**config.mk**
```make
export PLATFORM = sky130hd
export DESIGN_NAME = fsram_ft
export DESIGN_NICKNAME = d
export VERILOG_FILES = /design/src/rtl/fsram_pkg.sv /design/src/rtl/fsram_burst.sv /design/src/rtl/fsram_array.sv /design/src/rtl/fsram_bypass.sv /design/src/rtl/fsram_ft.sv
export SDC_FILE = /design/constraint.sdc
export NUM_CORES = 2
export LEC_CHECK = 0
export BUFFER_PORTS_ARGS = -buffer_cell sky130_fd_sc_hd__buf_2
export CORE_ASPECT_RATIO = 0.75
export CORE_MARGIN = 2
export CORE_UTILIZATION = 45
export CTS_CLUSTER_DIAMETER = 200
export DETAILED_ROUTE_END_ITERATION = 8
export PLACE_DENSITY = 0.58
export SYNTH_ARGS = -nofsm -noshare
export SYNTH_HDL_FRONTEND = slang
export SYNTH_HIERARCHICAL = 1
export SYNTH_SLANG_ARGS = --single-unit
```
**constraint.sdc**
```tcl
create_clock -name clk -period 4.6 [get_ports clk]
set_clock_uncertainty 0.05 [all_clocks]
set_input_delay 0.46 -clock clk [delete_from_list [all_inputs] [get_ports clk]]
set_output_delay 0.46 -clock clk [all_outputs]
set_load 0.02 [all_outputs]
```
**src/rtl/fsram_pkg.sv**
```systemverilog
package fsram_pkg;

    typedef enum logic [1:0] {
        OP_IDLE  = 2'd0,
        OP_READ  = 2'd1,
        OP_WRITE = 2'd2
    } fsram_op_e;

    localparam int BURST_W = 2;

endpackage

```
**src/rtl/fsram_burst.sv**
```systemverilog
module fsram_burst
    import fsram_pkg::*;
#(
    parameter int STEP_W = BURST_W
) (
    input  logic [STEP_W-1:0] start,
    input  logic [STEP_W-1:0] step,
    input  logic              ilv,
    output logic [STEP_W-1:0] ofs
);

    always_comb begin
        if (ilv) begin
            ofs = start ^ step;
        end else begin
            ofs = start + step;
        end
    end

endmodule

```
**src/rtl/fsram_array.sv**
```systemverilog
module fsram_array #(
    parameter int ADDR_W = 6,
    parameter int LANES  = 4,
    parameter int LANE_W = 9,
    localparam int DEPTH  = 1 << ADDR_W,
    localparam int DATA_W = LANES * LANE_W
) (
    input  logic              clk,
    input  logic              wr_en,
    input  logic [ADDR_W-1:0] wr_addr,
    input  logic [LANES-1:0]  wr_lane,
    input  logic [DATA_W-1:0] wr_data,
    input  logic [ADDR_W-1:0] rd_addr,
    output logic [DATA_W-1:0] rd_data
);

    for (genvar g = 0; g < LANES; g++) begin : g_lane
        logic [LANE_W-1:0] cell_q [DEPTH];

        always_ff @(posedge clk) begin
            if (wr_en && wr_lane[g]) begin
                cell_q[wr_addr] <= wr_data[g*LANE_W +: LANE_W];
            end
        end

        assign rd_data[g*LANE_W +: LANE_W] = cell_q[rd_addr];
    end

endmodule

```
**src/rtl/fsram_bypass.sv**
```systemverilog
module fsram_bypass #(
    parameter int LANES  = 4,
    parameter int LANE_W = 9,
    localparam int DATA_W = LANES * LANE_W
) (
    input  logic [DATA_W-1:0] arr_word,
    input  logic              hit,
    input  logic [LANES-1:0]  pend_lane,
    input  logic [DATA_W-1:0] pend_word,
    output logic [DATA_W-1:0] merged
);

    for (genvar g = 0; g < LANES; g++) begin : g_mux
        assign merged[g*LANE_W +: LANE_W] = (hit && pend_lane[g])
                                            ? pend_word[g*LANE_W +: LANE_W]
                                            : arr_word[g*LANE_W +: LANE_W];
    end

endmodule

```
**src/rtl/fsram_ft.sv**
```systemverilog
module fsram_ft
    import fsram_pkg::*;
#(
    parameter int ADDR_W = 6,
    parameter int LANES  = 4,
    parameter int LANE_W = 9,
    localparam int DATA_W = LANES * LANE_W
) (
    input  logic              clk,
    input  logic              rst_n,
    input  logic              cke_n,
    input  logic              adv_ld,
    input  logic              we_n,
    input  logic [LANES-1:0]  bw_n,
    input  logic              ce_n,
    input  logic              ce2,
    input  logic              ce2_n,
    input  logic              mode,
    input  logic              oe_n,
    input  logic              zz,
    input  logic [ADDR_W-1:0] addr,
    input  logic [DATA_W-1:0] din,
    output logic [DATA_W-1:0] dout,
    output logic              dout_en
);

    localparam int HI_W = ADDR_W - BURST_W;

    typedef struct packed {
        fsram_op_e          op;
        logic [ADDR_W-1:0]  base;
        logic [BURST_W-1:0] step;
        logic               ilv;
        logic [LANES-1:0]   lane;
        logic               pv;
        logic [ADDR_W-1:0]  pa;
        logic [LANES-1:0]   pl;
        logic [DATA_W-1:0]  pd;
    } fsram_st_t;

    fsram_st_t          s_d, s_q;
    logic               sel;
    logic               arr_we;
    logic [BURST_W-1:0] ofs;
    logic [ADDR_W-1:0]  cur_addr;
    logic [DATA_W-1:0]  arr_word;
    logic [DATA_W-1:0]  merged;
    logic               hit;

    fsram_burst #(.STEP_W(BURST_W)) u_burst (
        .start (s_q.base[BURST_W-1:0]),
        .step  (s_q.step),
        .ilv   (s_q.ilv),
        .ofs   (ofs)
    );

    assign cur_addr = {s_q.base[ADDR_W-1 -: HI_W], ofs};
    assign sel      = !ce_n && ce2 && !ce2_n;

    always_comb begin
        s_d    = s_q;
        arr_we = 1'b0;
        if (!cke_n) begin
            arr_we = s_q.pv;
            s_d.pv = 1'b0;
            if (s_q.op == OP_WRITE) begin
                s_d.pv = 1'b1;
                s_d.pa = cur_addr;
                s_d.pl = s_q.lane;
                s_d.pd = din;
            end
            s_d.lane = ~bw_n;
            if (zz) begin
                s_d.op = OP_IDLE;
            end else if (!adv_ld) begin
                if (sel) begin
                    s_d.op   = we_n ? OP_READ : OP_WRITE;
                    s_d.base = addr;
                    s_d.step = '0;
                    s_d.ilv  = mode;
                end else begin
                    s_d.op = OP_IDLE;
                end
            end else begin
                s_d.step = s_q.step + 1'b1;
            end
        end
    end

    always_ff @(posedge clk or negedge rst_n) begin
        if (!rst_n) begin
            s_q <= '0;
        end else begin
            s_q <= s_d;
        end
    end

    fsram_array #(.ADDR_W(ADDR_W), .LANES(LANES), .LANE_W(LANE_W)) u_array (
        .clk     (clk),
        .wr_en   (arr_we),
        .wr_addr (s_q.pa),
        .wr_lane (s_q.pl),
        .wr_data (s_q.pd),
        .rd_addr (cur_addr),
        .rd_data (arr_word)
    );

    assign hit = s_q.pv && (s_q.pa == cur_addr);

    fsram_bypass #(.LANES(LANES), .LANE_W(LANE_W)) u_bypass (
        .arr_word  (arr_word),
        .hit       (hit),
        .pend_lane (s_q.pl),
        .pend_word (s_q.pd),
        .merged    (merged)
    );

    assign dout_en = (s_q.op == OP_READ) && !oe_n && !zz;
    assign dout    = dout_en ? merged : '0;

    AST_LOAD_ADDR: assert property (@(posedge clk) disable iff (!rst_n)
        (!cke_n && !zz && !adv_ld && sel) |=> (cur_addr == $past(addr)));

    AST_WRITE_PENDS: assert property (@(posedge clk) disable iff (!rst_n)
        (!cke_n && s_q.op == OP_WRITE) |=> s_q.pv);

    AST_BURST_STEP: assert property (@(posedge clk) disable iff (!rst_n)
        (!cke_n && !zz && adv_ld) |=> (s_q.step == $past(s_q.step) + 2'd1));

    AST_DESELECT_QUIET: assert property (@(posedge clk) disable iff (!rst_n)
        (!cke_n && !zz && !adv_ld && !sel) |=> !dout_en);

    AST_SUSPEND_FREEZE: assert property (@(posedge clk) disable iff (!rst_n)
        cke_n |=> ($stable(cur_addr) && $stable(s_q.op) && $stable(s_q.pv)));

    AST_POWERDOWN_IDLE: assert property (@(posedge clk) disable iff (!rst_n)
        (!cke_n && zz) |=> (s_q.op == OP_IDLE));

endmodule

```
=== Word level (Yosys, flattened, before mapping) ===
Memory sizes are Yosys's and may differ from the RTL's.
Index checks and enable logic that the tools add are counted.
Widths: inputs -> output; s select.

* Divide/modulo/power cells: 0
* Equal/unequal tests: 4
* Reduce and logical (&&, ||, !) cells: 22
* Shift operators: 0
* Multiplexer cells: 22
* Order comparisons: 0
* $add $sub $neg: 2
* Bitwise logic cells: 5
* Multipliers: 0

{| class="wikitable"
|+ Operators by type and width
! operator !! count
|-
| $mux 47 || 1
|-
| $mux 9 || 5
|-
| $mux 36 || 1
|-
| $logic_and 1x1->1 || 13
|-
| $mux 2 || 5
|-
| $mux 1 || 9
|-
| $mux 8 || 1
|-
| $eq 6x6->1 || 1
|-
| $logic_not 1->1 || 4
|-
| $not 4->4 || 1
|-
| $reduce_and 2->1 || 2
|-
| $reduce_and 4->1 || 1
|-
| $not 1->1 || 3
|-
| $reduce_and 3->1 || 1
|-
| $add 2x1->2 const B || 1
|-
| $add 2x2->2 || 1
|-
| $eq 2x1->1 const B || 1
|-
| $eq 2x2->1 const B || 1
|-
| $ne 2x1->1 const B || 1
|-
| $reduce_bool 2->1 || 1
|-
| $xor 2x2->2 || 1
|}

* RAM bits: 2304
* Bits of input ports: 57
* Bits in read-only memories: 0
* Logic and storage cells: 68
* Output and inout bits: 37
* Bits in latches: 0
* Register bits after elaboration: 62
* Memories: 4

{| class="wikitable"
|+ Memory list
! name !! depth !! width !! read ports !! clocked after memory_dff !! write ports !! RTL line !! source
|-
| u_array.g_lane[0].cell_q || 64 || 9 || 1 || 0 || 1 || fsram_array.sv:18 || <nowiki>logic [LANE_W-1:0] cell_q [DEPTH];</nowiki>
|-
| u_array.g_lane[1].cell_q || 64 || 9 || 1 || 0 || 1 || fsram_array.sv:18 ||
|-
| u_array.g_lane[2].cell_q || 64 || 9 || 1 || 0 || 1 || fsram_array.sv:18 ||
|-
| u_array.g_lane[3].cell_q || 64 || 9 || 1 || 0 || 1 || fsram_array.sv:18 ||
|}

=== Logic depth before layout (Yosys ltp) ===
* Depth in word-level cells: 7
* Gate-level depth with buffers: 14
* Mapped depth without buffers: 10

=== Cells and area by module ===
Netlist, hierarchy kept.

{| class="wikitable"
|+ By module, submodules not included
! module !! seq. area each (µm²) !! area an instance (µm²) !! cells an instance !! times used
|-
| fsram_array || 69186.4 || 88312.2 || 4030 || 1
|-
| fsram_ft || 1551.5 || 2657.5 || 195 || 1
|-
| fsram_bypass || 0.0 || 430.4 || 40 || 1
|-
| fsram_burst || 0.0 || 40.0 || 5 || 1
|}

=== Least setup slack after synthesis ===
Ideal clock, no wire load.

* Path type: flip-flop to output port
* Start point: register s_q[52] (netlist bit)
* End point: output dout[34]
* Stages on the path, launching flop included: 15
* Arrival time: 3.004 ns
* Slack: 1.086 ns
* Path through: dfrtp_1 > ha_1 > nor2b_1 > xnor2_1 > buf_2 > buf_2 > buf_4 > clkbuf_1 > mux4_2 > a221oi_1 > o21ai_0 > nand2_1 > nor2_1 > mux2_2 > and2_1

* Elaborated cells on any way between the ends: 9
* Classes of those cells: add/sub (1); eq/ne (1); mux (3); bitwise (1); reduce/logical (2); memory (1)

{| class="wikitable"
|+ RTL lines
! item !! RTL line !! source
|-
| from (decl) || fsram_ft.sv:41 || <nowiki>fsram_st_t s_d, s_q;</nowiki>
|-
| from (signal assigned) || fsram_ft.sv:92 || <nowiki>s_q <= '0;</nowiki>
|-
| from (signal assigned) || fsram_ft.sv:94 || <nowiki>s_q <= s_d;</nowiki>
|-
| $add 2x2->2 || fsram_burst.sv:16 || <nowiki>ofs = start + step;</nowiki>
|-
| $mux 2 || fsram_burst.sv:13 || <nowiki>if (ilv) begin</nowiki>
|-
| via cur_addr[1] || fsram_ft.sv:45 || <nowiki>logic [ADDR_W-1:0] cur_addr;</nowiki>
|-
| $mem_v2 64x9 || - ||
|-
| via arr_word[34] || fsram_ft.sv:46 || <nowiki>logic [DATA_W-1:0] arr_word;</nowiki>
|-
| $mux 9 || fsram_bypass.sv:15 || <nowiki>? pend_word[g*LANE_W +: LANE_W]</nowiki>
|-
| via merged[34] || fsram_ft.sv:47 || <nowiki>logic [DATA_W-1:0] merged;</nowiki>
|-
| $mux 36 || fsram_ft.sv:119 || <nowiki>assign dout = dout_en ? merged : '0;</nowiki>
|-
| to (decl) || fsram_ft.sv:23 || <nowiki>output logic [DATA_W-1:0] dout,</nowiki>
|}

The timed path passes the listed nets, and every way through them passes these cells.

=== Worst setup path after layout ===
* Start point: register s_q[52] (netlist bit)
* End point: output dout[11]

* Elaborated cells on any way between the ends: 9
* Classes of those cells: add/sub (1); eq/ne (1); mux (3); bitwise (1); reduce/logical (2); memory (1)

{| class="wikitable"
|+ RTL lines
! item !! RTL line
|-
| $add 2x2->2 or $xor 2x2->2 (tied branches) || fsram_burst.sv:16, fsram_burst.sv:14
|-
| $mux 2 (*) || fsram_burst.sv:13
|-
| via cur_addr[0] || fsram_ft.sv:45
|-
| $mem_v2 64x9 (*) || -
|-
| via arr_word[11] || fsram_ft.sv:46
|-
| $mux 9 (*) || fsram_bypass.sv:15
|-
| via merged[11] || fsram_ft.sv:47
|-
| $mux 36 (*) || fsram_ft.sv:119
|}

The timed path passes the listed nets; every way through them passes the cells marked *.

==> out/summary.txt <==
Post-synth EDFFs = 2304
reg2reg start = s_q[40]
number of I/O pins = 94
CTS Buffer Depth = 3
placed cell areas = 0.0982 sq mm
actual slew at the worst max-slew pin = 1.03 ns
YS warnings = 6
FILL cells = 15200
sequential element share of the synthesized area = 0.774
final std cells w/o fill = 7986
FFs w/ async S/R, synth = 0.0262
Slew headroom = 0.309
drt first pass iters = 9
Max Cap Viol = 0
Tcrit/Tclk final = 1.02
minimum clock period = 4.70 ns
H-tree depth = 4
violated checks = DRC, setup timing
Hold Vio Cnt, Final = 0
Remaining DRCs = 98
Register Area = 0.0708 sq mm
Multi-input gate area = 0.0219 sq mm
Layout Utilization = 0.554
most area-consuming cells after synthesis = edfxtp_1 76%, mux4_2 14%, dfrtp_1 1.7%
Crit. End Element = output pin
worst path required time = 4.09 ns
Reg2Reg Depth = 4
predominant post-synthesis flop cell = edfxtp_1
Hold Crit Class = input port to flip-flop
Wirelength per Cell = 35.7 um
number of global-route vias before repair = 47000
top cells by count, synth = 2304 x edfxtp_1, 564 x mux4_2, 296 x nor2_1
syn avg cell area = 21.4 sq um
hold depth = 2
Initial Utilization = 0.452
CORE AREA = 0.202 sq mm
Via Count = 49900
leakage power = 36.6 nW
critical path peak fanout = 7
total track usage = 0.271
IO buf count = 93
hold endpoint = s_q[23]
largest net degree at the start of global routing = 67
Yosys top cell by area = edfxtp_1
CTS tree = done
Syn Nets = 4328
root buffer cell = clkbuf_16
post-synthesis register bit count = 2366
Max Clock Freq = 213 MHz
die height = 394 um
Clock Latency Late Sink = 0.84 ns
dpl hpwl = 174000 um
nets@finish = 5161
Routed Antenna Nets = 0
FF-to-FF End = u_array/g_lane[3].cell_q[18][5]
setup ws final = -0.0982 ns
total die area = 0.207 sq mm
Site Rows = 143
synth unique cells = 51
share of the synthesized area in the top cell type = 0.757
Mapped Cells = 4270
wirelength, routed = 285000 um
first-pass GRT wire length = 386000 um
# setup viols final = 10
gr ovfl total = 0
Clk pin slew, worst setup/hold paths = 0.06 ns
Post-Syn Area = 0.0914 sq mm
status = finished with violations
Data arrival, critical path = 4.19 ns
Layout area overhead = 22.6%
post-route cell area = 0.112 sq mm
top-count cell post-synth = edfxtp_1
initial antenna violation count = 14
dpl cells = 7279
DR iter-0 viols = 7318
Pwr Density = 559 mW/mm^2
Final Max Tran Viols = 0
Worst setup SP type = flip-flop
Via density = 6.25
total CTS buffers = 215
Die Wd = 525 um
gpl congestion = 0.898
share of cells above drive strength 1 = 0.398
Peak supply drop = 0.500 mV
Hold Startpoint = din[23]
Setup CP Type = flip-flop to output pin
total clock sinks = 2366
total power = 0.0626 W
reg-to-reg slack, setup = 1.31 ns
unrepaired setup endpoints after global routing = true
[cells by family after synthesis]
kind of cell    share of synthesized area
flops                               0.774
mux                                 0.162
simple gates                       0.0277
compound gates                     0.0231
buf+inv                            0.0126
xor+xnor                         0.000862
fa+ha+maj                        0.000137
[where the power goes]
part	leakage, nW	internal, W	switching, W	total [W]
logic	11.3	0.00913	0.0102	0.0193
registers	21.9	0.0248	0.000281	0.0251
clock network	3.42	0.0103	0.00785	0.0182
total	36.6	0.0443	0.0183	0.0626
[stage by stage]
step	hold slack, ns	setup slack (ns)	TNS [ns]
after floorplan	0.114	1.09	0
after global placement	0.422	-0.0105	-0.0105
after detailed placement	0.425	0.133	0
after CTS	0.00779	-0.163	-1.94
after global routing	0.0478	-0.194	-2.49
final	0.113	-0.0982	-0.431
[cell type report]
type	count	area share
inverters	1	0.0000335
clock buffers	272	0.0510
clock inverters	122	0.0118
repair buffers	862	0.0796
well taps	2682	0.0299
diodes	24	0.000536
multi-input cells	1657	0.195
flip-flops and latches	2366	0.632
[repair_timing]
item / 4_1_cts / 5_1_grt
setup endpoints to repair: 36 / 36
resized for setup: 472 / 176
hold buffers: 64 / 0
pin swaps: 49 / 59
gates cloned: 33 / 16
endpoints found under the hold margin: 79 / 0
setup buffers: 93 / 99
[state kept, by name, indices dropped and copies added (netlist names)]
name                   flops
cur_addr                   4
u_array/g_lane.cell_q   2304
s_q                       58
[worst max-delay path, cell delays in order (launching register included)]
cell and delay (ns):
dfrtp_2 0.42, ha_4 0.28, buf_12 0.15, buf_12 0.15, buf_16 0.16, buf_16 0.14
mux4_2 0.50, mux4_2 0.60, o22ai_4 0.24, nor3_4 0.08, mux2_4 0.30, and2_4 0.15
buf_6 0.12
[placed cells by master, fill, tap and decap left out, drive strengths merged, types with 62 or more instances in the layout]
cell type and instances:
mux2i 83, mux4 564, edfxtp 2304, nor2 297
dlygate4sd3 64, mux2 114, buf 778, nand2 128
clkbuf 288, o22ai 155, dfrtp 62, clkinv 85
[layer usage]
layer | vias to the layer above | wire (um) | global-route usage | share of wire
li1 | 19600 | - | - | -
met4 | 10 | 9820 | 0.0835 | 0.034
met2 | 2940 | 122000 | 0.374 | 0.43
met3 | 469 | 34900 | 0.0910 | 0.12
met5 | - | 328 | 0.00920 | 0.0011
met1 | 26900 | 118000 | 0.405 | 0.41
[worst max-delay path by stage]
stage	end	slack, ns	from
CTS	dout[11]	-0.16	s_q[52]
finish	dout[11]	-0.1	s_q[52]
floorplan	dout[34]	1.09	s_q[52]
detailed placement	dout[25]	0.13	s_q[52]
global route	dout[11]	-0.19	s_q[54]
global placement	dout[33]	-0.01	s_q[52]
(Power assumes the default switching activity.)
